File: config.mk
export PLATFORM = sky130hd
export DESIGN_NAME = lsu_unit
export DESIGN_NICKNAME = d
export VERILOG_FILES = /design/src/rtl/lsu_pkg.sv /design/src/rtl/lsu_agen.sv /design/src/rtl/lsu_load_fmt.sv /design/src/rtl/lsu_store_merge.sv /design/src/rtl/lsu_ctrl.sv /design/src/rtl/lsu_unit.sv
export SDC_FILE = /design/constraint.sdc
export NUM_CORES = 1
export LEC_CHECK = 0
export BUFFER_PORTS_ARGS = -buffer_cell sky130_fd_sc_hd__buf_2
export CORE_UTILIZATION = 40
export DETAILED_ROUTE_END_ITERATION = 7
export PLACE_DENSITY_LB_ADDON = 0.08
export SETUP_SLACK_MARGIN = 0.15
export SLEW_MARGIN = 20
export SYNTH_ARGS = -nofsm -noshare
export SYNTH_HDL_FRONTEND = slang
export SYNTH_SLANG_ARGS = --single-unit
File: constraint.sdc
create_clock -name clk_i -period 3 [get_ports clk_i]
set_input_delay 0.3 -clock clk_i [delete_from_list [all_inputs] [get_ports clk_i]]
set_output_delay 0.3 -clock clk_i [all_outputs]
set_load 0.01 [all_outputs]
File: src/rtl/lsu_pkg.sv
package lsu_pkg;
  localparam int unsigned ILEN_OPC = 7;
  localparam logic [ILEN_OPC-1:0] OPC_LOAD  = 7'b0000011;
  localparam logic [ILEN_OPC-1:0] OPC_STORE = 7'b0100011;

  typedef enum logic [1:0] {
    SZ_BYTE = 2'b00,
    SZ_HALF = 2'b01,
    SZ_WORD = 2'b10
  } size_e;

  typedef enum logic [1:0] {
    ST_IDLE,
    ST_ACC,
    ST_FIN,
    ST_DONE
  } lsu_state_e;

  function automatic logic load_code_ok(input logic [2:0] f3);
    return (f3 == 3'b000) || (f3 == 3'b001) || (f3 == 3'b010) ||
           (f3 == 3'b100) || (f3 == 3'b101);
  endfunction

  function automatic logic store_code_ok(input logic [2:0] f3);
    return (f3 == 3'b000) || (f3 == 3'b001) || (f3 == 3'b010);
  endfunction
endpackage

File: src/rtl/lsu_agen.sv
module lsu_agen #(
  parameter int unsigned XLEN  = 32,
  parameter int unsigned IMM_W = 12
) (
  input  logic [XLEN-1:0]  base_i,
  input  logic [IMM_W-1:0] disp_i,
  output logic [XLEN-1:0]  addr_o
);
  localparam int unsigned EXT_W = XLEN - IMM_W;

  logic [XLEN-1:0] disp_sx;
  assign disp_sx = {{EXT_W{disp_i[IMM_W-1]}}, disp_i};
  assign addr_o  = base_i + disp_sx;
endmodule

File: src/rtl/lsu_load_fmt.sv
module lsu_load_fmt
  import lsu_pkg::*;
#(
  parameter int unsigned XLEN = 32
) (
  input  logic [2:0]      funct3_i,
  input  logic [XLEN-1:0] rdata_i,
  output logic [XLEN-1:0] result_o
);
  localparam int unsigned B_W = 8;
  localparam int unsigned H_W = 16;

  logic sx_b, sx_h;
  size_e sz;

  assign sz   = size_e'(funct3_i[1:0]);
  // funct3[2] set selects zero extension
  assign sx_b = ~funct3_i[2] & rdata_i[B_W-1];
  assign sx_h = ~funct3_i[2] & rdata_i[H_W-1];

  always_comb begin
    unique case (sz)
      SZ_BYTE: result_o = {{(XLEN-B_W){sx_b}}, rdata_i[B_W-1:0]};
      SZ_HALF: result_o = {{(XLEN-H_W){sx_h}}, rdata_i[H_W-1:0]};
      default: result_o = rdata_i;
    endcase
  end
endmodule

File: src/rtl/lsu_store_merge.sv
module lsu_store_merge
  import lsu_pkg::*;
#(
  parameter int unsigned XLEN = 32
) (
  input  logic [1:0]      size_i,
  input  logic [XLEN-1:0] new_i,
  input  logic [XLEN-1:0] old_i,
  output logic [XLEN-1:0] merged_o
);
  localparam int unsigned NLANE = XLEN / 8;

  logic [NLANE-1:0] lane_on;
  logic [XLEN-1:0]  mask;

  for (genvar b = 0; b < NLANE; b++) begin : g_lane
    if (b == 0) begin : g_b0
      assign lane_on[b] = 1'b1;
    end else if (b == 1) begin : g_b1
      assign lane_on[b] = (size_i != SZ_BYTE);
    end else begin : g_bn
      assign lane_on[b] = (size_i == SZ_WORD);
    end
    assign mask[b*8 +: 8] = {8{lane_on[b]}};
  end

  assign merged_o = (new_i & mask) | (old_i & ~mask);
endmodule

File: src/rtl/lsu_ctrl.sv
module lsu_ctrl
  import lsu_pkg::*;
(
  input  logic clk_i,
  input  logic rst_ni,
  input  logic start_i,
  input  logic req_ok_i,
  output logic cap_o,
  output logic acc_o,
  output logic done_o
);
  lsu_state_e state_q, state_d;

  assign cap_o  = (state_q == ST_IDLE) & start_i & req_ok_i;
  assign acc_o  = (state_q == ST_ACC);
  assign done_o = (state_q == ST_DONE);

  always_comb begin
    state_d = state_q;
    unique case (state_q)
      ST_IDLE: if (cap_o) state_d = ST_ACC;
      ST_ACC:  state_d = ST_FIN;
      ST_FIN:  state_d = ST_DONE;
      default: state_d = ST_IDLE;
    endcase
  end

  always_ff @(posedge clk_i or negedge rst_ni) begin
    if (!rst_ni) state_q <= ST_IDLE;
    else         state_q <= state_d;
  end
endmodule

File: src/rtl/lsu_unit.sv
module lsu_unit
  import lsu_pkg::*;
#(
  parameter int unsigned XLEN  = 32,
  parameter int unsigned IMM_W = 12
) (
  input  logic            clk_i,
  input  logic            rst_ni,
  input  logic            start_i,
  input  logic [6:0]      opcode_i,
  input  logic [2:0]      funct3_i,
  input  logic [6:0]      fld_hi_i,
  input  logic [4:0]      fld_mid_i,
  input  logic [4:0]      fld_lo_i,
  input  logic [XLEN-1:0] base_i,
  input  logic [XLEN-1:0] store_data_i,
  input  logic [XLEN-1:0] bus_rdata_i,
  output logic [XLEN-1:0] bus_addr_o,
  output logic [XLEN-1:0] bus_wdata_o,
  output logic            bus_we_o,
  output logic [XLEN-1:0] load_data_o,
  output logic            done_o
);
  logic             is_ld, is_st, req_ok;
  logic [IMM_W-1:0] disp;
  logic [XLEN-1:0]  ea, ld_fmt, st_merged;
  logic             cap, acc;

  logic [XLEN-1:0]  addr_q, sdata_q, wdata_q, ld_q;
  logic [2:0]       f3_q;
  logic             st_q, we_q;

  assign is_ld  = (opcode_i == OPC_LOAD);
  assign is_st  = (opcode_i == OPC_STORE);
  assign req_ok = (is_ld & load_code_ok(funct3_i)) |
                  (is_st & store_code_ok(funct3_i));
  // displacement low bits sit in different fields per direction
  assign disp   = is_st ? {fld_hi_i, fld_lo_i} : {fld_hi_i, fld_mid_i};

  lsu_agen #(.XLEN(XLEN), .IMM_W(IMM_W)) u_agen (
    .base_i (base_i),
    .disp_i (disp),
    .addr_o (ea)
  );

  lsu_ctrl u_ctrl (
    .clk_i    (clk_i),
    .rst_ni   (rst_ni),
    .start_i  (start_i),
    .req_ok_i (req_ok),
    .cap_o    (cap),
    .acc_o    (acc),
    .done_o   (done_o)
  );

  lsu_load_fmt #(.XLEN(XLEN)) u_ldfmt (
    .funct3_i (f3_q),
    .rdata_i  (bus_rdata_i),
    .result_o (ld_fmt)
  );

  lsu_store_merge #(.XLEN(XLEN)) u_merge (
    .size_i   (f3_q[1:0]),
    .new_i    (sdata_q),
    .old_i    (bus_rdata_i),
    .merged_o (st_merged)
  );

  always_ff @(posedge clk_i or negedge rst_ni) begin
    if (!rst_ni) begin
      addr_q  <= '0;
      sdata_q <= '0;
      f3_q    <= '0;
      st_q    <= 1'b0;
    end else if (cap) begin
      addr_q  <= ea;
      sdata_q <= store_data_i;
      f3_q    <= funct3_i;
      st_q    <= is_st;
    end
  end

  always_ff @(posedge clk_i or negedge rst_ni) begin
    if (!rst_ni) begin
      wdata_q <= '0;
      ld_q    <= '0;
      we_q    <= 1'b0;
    end else begin
      we_q <= acc & st_q;
      if (acc && st_q)  wdata_q <= st_merged;
      if (acc && !st_q) ld_q    <= ld_fmt;
    end
  end

  assign bus_addr_o  = addr_q;
  assign bus_wdata_o = wdata_q;
  assign bus_we_o    = we_q;
  assign load_data_o = ld_q;
endmodule

==> metrics, run 1 <==
post-layout min period 3030 ps; DRT met1 WL 8.73 mm; grt total ovfl 0; Clock Latency Late Sink 420 ps; Worst slew margin 45.2%; DR DRC count 0; Reg-to-Reg Start u_ctrl.state_q[0]$_DFFE_PN0P_; Area Overhead vs Synth 34.2%; status complete, but fails checks; TritonCTS clock tree yes; number of flops mapped to enable cells by yosys 0; WL/cell 15.3 µm; total number of vias 6286; Final WS setup -28.8 ps; die area 18200 µm²; initial DRC count 285; FF+latch count, synth 135; min-delay worst type in2reg; pin slew with the least headroom to its limit 819 ps; crit path kind in2reg; hold_sp store_data_i[9]; first-pass GRT wire length 30.9 mm; pwr dens 641 nW/µm²; Vert. Die Dim 135 µm; dpl cells 1212; initial antenna violation count 0; antenna violation net count after detailed routing 0; layout cells sized above 1 34.4%; number of inserted diodes 0; RSZ-0062 raised after global routing yes; I/O pin cnt 224; Synth warnings 0; clk slew on worst S/H paths 60 ps; Arr. time, crit path 3330 ps; # port buffers 223; met2 WL 9.26 mm; total CTS buffers 17; FFs w/ async S/R, synth 100%; register area share after synthesis 47.8%; maxcap violations 0; Most used DFF post-synth dfrtp_1; post-detail-place hpwl 14.0 mm; final cycle utilization of the critical path 101%; GP Congestion 0.834; CTS Sinks 135; largest net degree at the start of global routing 68; clk_skew 6.34 ps; crit start category input port; syn nets 935; synthesized area 7070 µm²; Max IR drop VDD 0.422 mV; Via density 5.03; Non-Filler Instances 1250; crit end category flop; Final Max Tran Viols 0; vias in the first global route 6096; Max clock buf depth 2; met3 wire length 912 µm; die width 135 µm; Syn Area/Cell 9.15 µm²; Root Driver clkbuf_16; Initial Utilization 40.9%; Place WS -479 ps; failing checks setup timing; Pwr Total 6080 µW; Core Footprint 17300 µm²; Setup Viol. Count Final 1; distinct cell type count after synthesis 57; fmax 330 MHz; commonest cells after routing, fill and taps aside buf_2 (220), nand2_1 (210), dfrtp_1 (135), a21oi_1 (68), o21ai_0 (64); Synth Instances 772; Max Used Layer met4; routed wire length 19.2 mm; Setup crit start opcode_i[3]; # rows 48; total track usage 21.9%; Final Hold Fails 0; WP data required 3300 ps; Max FO, Critical Path 5; DR pass1 iterations 4; leakage power 0.00472 µW; Min Hold Slack 71.7 ps; Layout Nets 1175; most common cell after layout, fill and taps aside buf_2; H-tree depth 4
## state kept, by name, indices dropped and copies added (netlist names)
name / flops
bus_addr_o: 32
bus_wdata_o: 32
load_data_o: 32
sdata_q: 32
f3_q: 3
u_ctrl.state_q: 2
bus_we_o: 1
st_q: 1
## power breakdown
part | switching (µW) | total, µW | leakage, µW | internal (µW)
Sequential | 172 | 2330 | 0.00164 | 2160
Combinational | 909 | 1640 | 0.00280 | 735
Clock | 859 | 2110 | 0.000280 | 1250
Total | 1940 | 6080 | 0.00472 | 4140
## stage by stage
stage | utilization [%] | setup TNS [ps] | cell area [µm²]
floorplan | - | -990 | 7150
global placement | 50.1 | -4770 | 8670
detailed placement | 50.1 | -5780 | 8670
CTS | 53.9 | 0 | 9320
global route | 54.8 | -208 | 9480
finish | 54.8 | -28.8 | 9480
## per-layer routing
| layer | vias to the layer above | GRT usage (%) |
|---|---|---|
| met2 | 170 | 36.8 |
| li1 | 3131 | - |
| met3 | 19 | 3.53 |
| met5 | - | 0 |
| met4 | 0 | 6.93 |
| met1 | 2966 | 28.7 |
## critical path, stage by stage
cell,delay (ps)
buf_6,100
nor4_4,280
nand4_1,200
buf_6,190
mux2_4,310
ha_4,220
o211ai_1,270
o211ai_2,170
a311oi_4,290
o21ai_2,90
or4_4,440
and4_4,200
a211o_1,280
## path summary, 6_finish.rpt
path                                                    end  slack, ps  cells past startpoint
worst min register to register  bus_wdata_o[31]$_DFFE_PN0P_        470                      2
min in group asynchronous                bus_we_o$_DFF_PN0_        440                      2
worst max-delay path             bus_addr_o[29]$_DFFE_PN0P_        -30                     13
max in group asynchronous        bus_addr_o[10]$_DFFE_PN0P_       1820                      3
worst min-delay path                 sdata_q[9]$_DFFE_PN0P_         70                      3
worst max register to register   bus_addr_o[26]$_DFFE_PN0P_        820                      7
## cells by family after synthesis
family / after synthesis / share of synthesized area, %
multiplexers: 46 / 6.89
flip-flops: 135 / 47.8
AO/OA/AOI/OAI: 185 / 15.3
AND/OR/NAND/NOR: 290 / 16.9
buffers and inverters: 51 / 2.96
XOR/XNOR: 28 / 3.47
adder cells (fa/ha/maj): 37 / 6.66
## synth_stat cells (all sizes together), types with 2 or more instances
cell type    n  area (µm²)
nor4         2        12.5
dfrtp      135        3380
nor2        40         150
inv         11        41.3
o21ai       73         369
o211ai       4        35.0
o2111ai      2        17.5
o31a         2        17.5
and3         2        12.5
a31oi        5        31.3
nor3         5        25.0
nand2b       4        25.0
ha          36         450
a41oi        2        17.5
nor2b        2        12.5
a211o        2        17.5
nand4        7        43.8
mux2        21         236
o21a         2        15.0
mux2i       25         250
and4         3        31.3
clkbuf      34         128
nand3        5        25.0
a211oi       3        27.5
or2          2        12.5
nand2      211         792
a21oi       73         365
xor2        15         131
a21o         6        46.3
o21bai       2        15.0
xnor2       13         114
buf          6        40.0
## final cells by class
type / instances / area [µm²]
Clock buffer: 18 / 429
Fill cell: 1677 / 7820
Multi-Input combinational cell: 586 / 3720
Clock inverter: 14 / 164
Sequential cell: 135 / 3380
Inverter: 11 / 43.8
Tap cell: 225 / 282
Timing Repair Buffer: 261 / 1460
## what timing repair did
item,CTS,global route
pin swaps,7,11
setup endpoints to repair,12,15
setup buffers,0,5
hold endpoints to repair,64,0
resized for setup,10,27
hold buffers,1,0
No activity file was read; power rests on OpenSTA's default activity.
==> run 2: changes to the inputs <==
--- a/config.mk
+++ b/config.mk
@@ -8,6 +8,7 @@
 export BUFFER_PORTS_ARGS = -buffer_cell sky130_fd_sc_hd__buf_2
 export CORE_UTILIZATION = 40
 export DETAILED_ROUTE_END_ITERATION = 7
+export MAX_ROUTING_LAYER = met4
 export PLACE_DENSITY_LB_ADDON = 0.08
 export SETUP_SLACK_MARGIN = 0.15
 export SLEW_MARGIN = 20
==> run 2 against run 1 <==
Against the previous run:
- critical path type unchanged
- cell count unchanged
- largest power group unchanged
- global-route usage up 0.66 points
- the flow still finishes with violations (setup timing)
- sequential share of layout area unchanged
- highest routed layer unchanged
==> metrics, run 2 (same netlist as run 1, synthesis figures left out) <==
initial DRC count 247; multi-input logic area 3720 µm²; Area Overhead vs Synth 34.2%; crit end category flop; Final Max Tran Viols 0; Core Footprint 17300 µm²; design area 9480 µm²; RSZ-0062 raised after global routing yes; dpl cells 1212; most common cell after layout, fill and taps aside buf_2; DR pass1 iterations 5; min-delay worst type in2reg; Initial Utilization 40.9%; maxcap violations 0; # port buffers 223; clk_skew 4.90 ps; Arr. time, crit path 3330 ps; Non-Filler Instances 1250; Layout Nets 1175; Setup Viol. Count Final 1; antenna violation net count after detailed routing 0; Max clock buf depth 2; Root Driver clkbuf_16; final cycle utilization of the critical path 101%; vias in the first global route 6083; Vert. Die Dim 135 µm; DR DRC count 0; # rows 48; total number of vias 6290; commonest cells after routing, fill and taps aside buf_2 (220), nand2_1 (210), dfrtp_1 (135), a21oi_1 (68), o21ai_0 (64); Reg-to-Reg Start u_ctrl.state_q[0]$_DFFE_PN0P_; I/O pin cnt 224; final setup TNS -33.6 ps; routed wire length 19.2 mm; Final WS setup -33.6 ps; post-detail-place hpwl 14.0 mm; Via density 5.03; die area 18200 µm²; R2R cell count 7; area occupied by registers 3380 µm²; WP data required 3290 ps; clk slew on worst S/H paths 60 ps; post-layout min period 3030 ps; Final Hold Fails 0; CTS Sinks 135; Max IR drop VDD 0.420 mV; layout cells sized above 1 34.4%; first-pass GRT wire length 31.0 mm; crit path kind in2reg; Reg2Reg Capture Point bus_addr_o[26]$_DFFE_PN0P_; crit start category input port; failing checks setup timing; hold endpoint sdata_q[9]$_DFFE_PN0P_; die width 135 µm; pwr dens 641 nW/µm²; Clock Latency Late Sink 410 ps; post-placement cell area 8670 µm²; final-layout fill cell count 1677; initial antenna violation count 0; GP Congestion 0.847; fin util 54.8%; fmax 330 MHz; largest net degree at the start of global routing 68; Worst slew margin 45.6%; number of inserted diodes 0; WHS Path Cells 3; leakage power 0.00472 µW; r2r setup slk 820 ps; status complete, but fails checks; total CTS buffers 17; total track usage 22.5%; Max FO, Critical Path 5; hold_sp store_data_i[9]; WL/cell 15.4 µm; pin slew with the least headroom to its limit 812 ps; H-tree depth 4; TritonCTS clock tree yes; grt total ovfl 0
run 2: cell counts in the layout (fill, tap and decap cells not counted):
No cell type changed its count.
run 2: worst max-delay path by stage:
stage,depth (start not counted),startpoint,endpoint
global route,13,opcode_i[3],bus_addr_o[29]$_DFFE_PN0P_
global placement,13,opcode_i[3],bus_addr_o[29]$_DFFE_PN0P_
CTS,13,opcode_i[3],bus_addr_o[29]$_DFFE_PN0P_
floorplan,11,opcode_i[3],bus_addr_o[29]$_DFFE_PN0P_
detailed placement,13,opcode_i[3],bus_addr_o[29]$_DFFE_PN0P_
finish,13,opcode_i[3],bus_addr_o[29]$_DFFE_PN0P_
run 2: routing by layer:
layer | part of all wire (%) | GRT usage, % | wire length, µm | vias to the layer above
met4 | 1.4 | 6.74 | 261 | 0
met2 | 48 | 36.9 | 9280 | 168
met1 | 46 | 28.8 | 8830 | 2970
met3 | 4.3 | 3.45 | 819 | 20
met5 | 0 | - | 0 | -
li1 | - | - | - | 3132
run 2: final cells by class:
type / instances / area share [%]
timing repair buffer: 261 / 15.4
clock inverter: 14 / 1.73
inverter: 11 / 0.462
tap: 225 / 2.97
clock buffer: 18 / 4.53
sequential: 135 / 35.6
multi-input combinational: 586 / 39.3
run 2: stage by stage:
step / hold WS, ps / setup slack [ps] / power (µW)
floorplan: 4.41 / -262 / 3300
global placement: 347 / -440 / 3940
detailed placement: 343 / -479 / 3960
CTS: 56.3 / 4.04 / 6110
global route: 65.8 / -172 / 6440
finish: 73.5 / -33.6 / 6080
run 2: repair_timing:
action                     in CTS  in global routing
pin swaps                       7                 11
setup endpoints to repair      12                 15
hold buffers                    1                  0
hold endpoints to repair       64                  0
gates resized for setup        10                 27
setup buffers                   0                  5
run 2: worst max-delay path: stages:
cell and delay (ps):
buf_6 100, nor4_4 280, nand4_1 200, buf_6 190
mux2_4 310, ha_4 220, o211ai_1 270, o211ai_2 170
a311oi_4 290, o21ai_2 90, or4_4 440, and4_4 210
a211o_1 280
run 2: report_power, final:
group	switching [µW]	internal [µW]	total, µW
Clock	857	1250	2100
Sequential	172	2160	2330
Combinational	911	735	1650
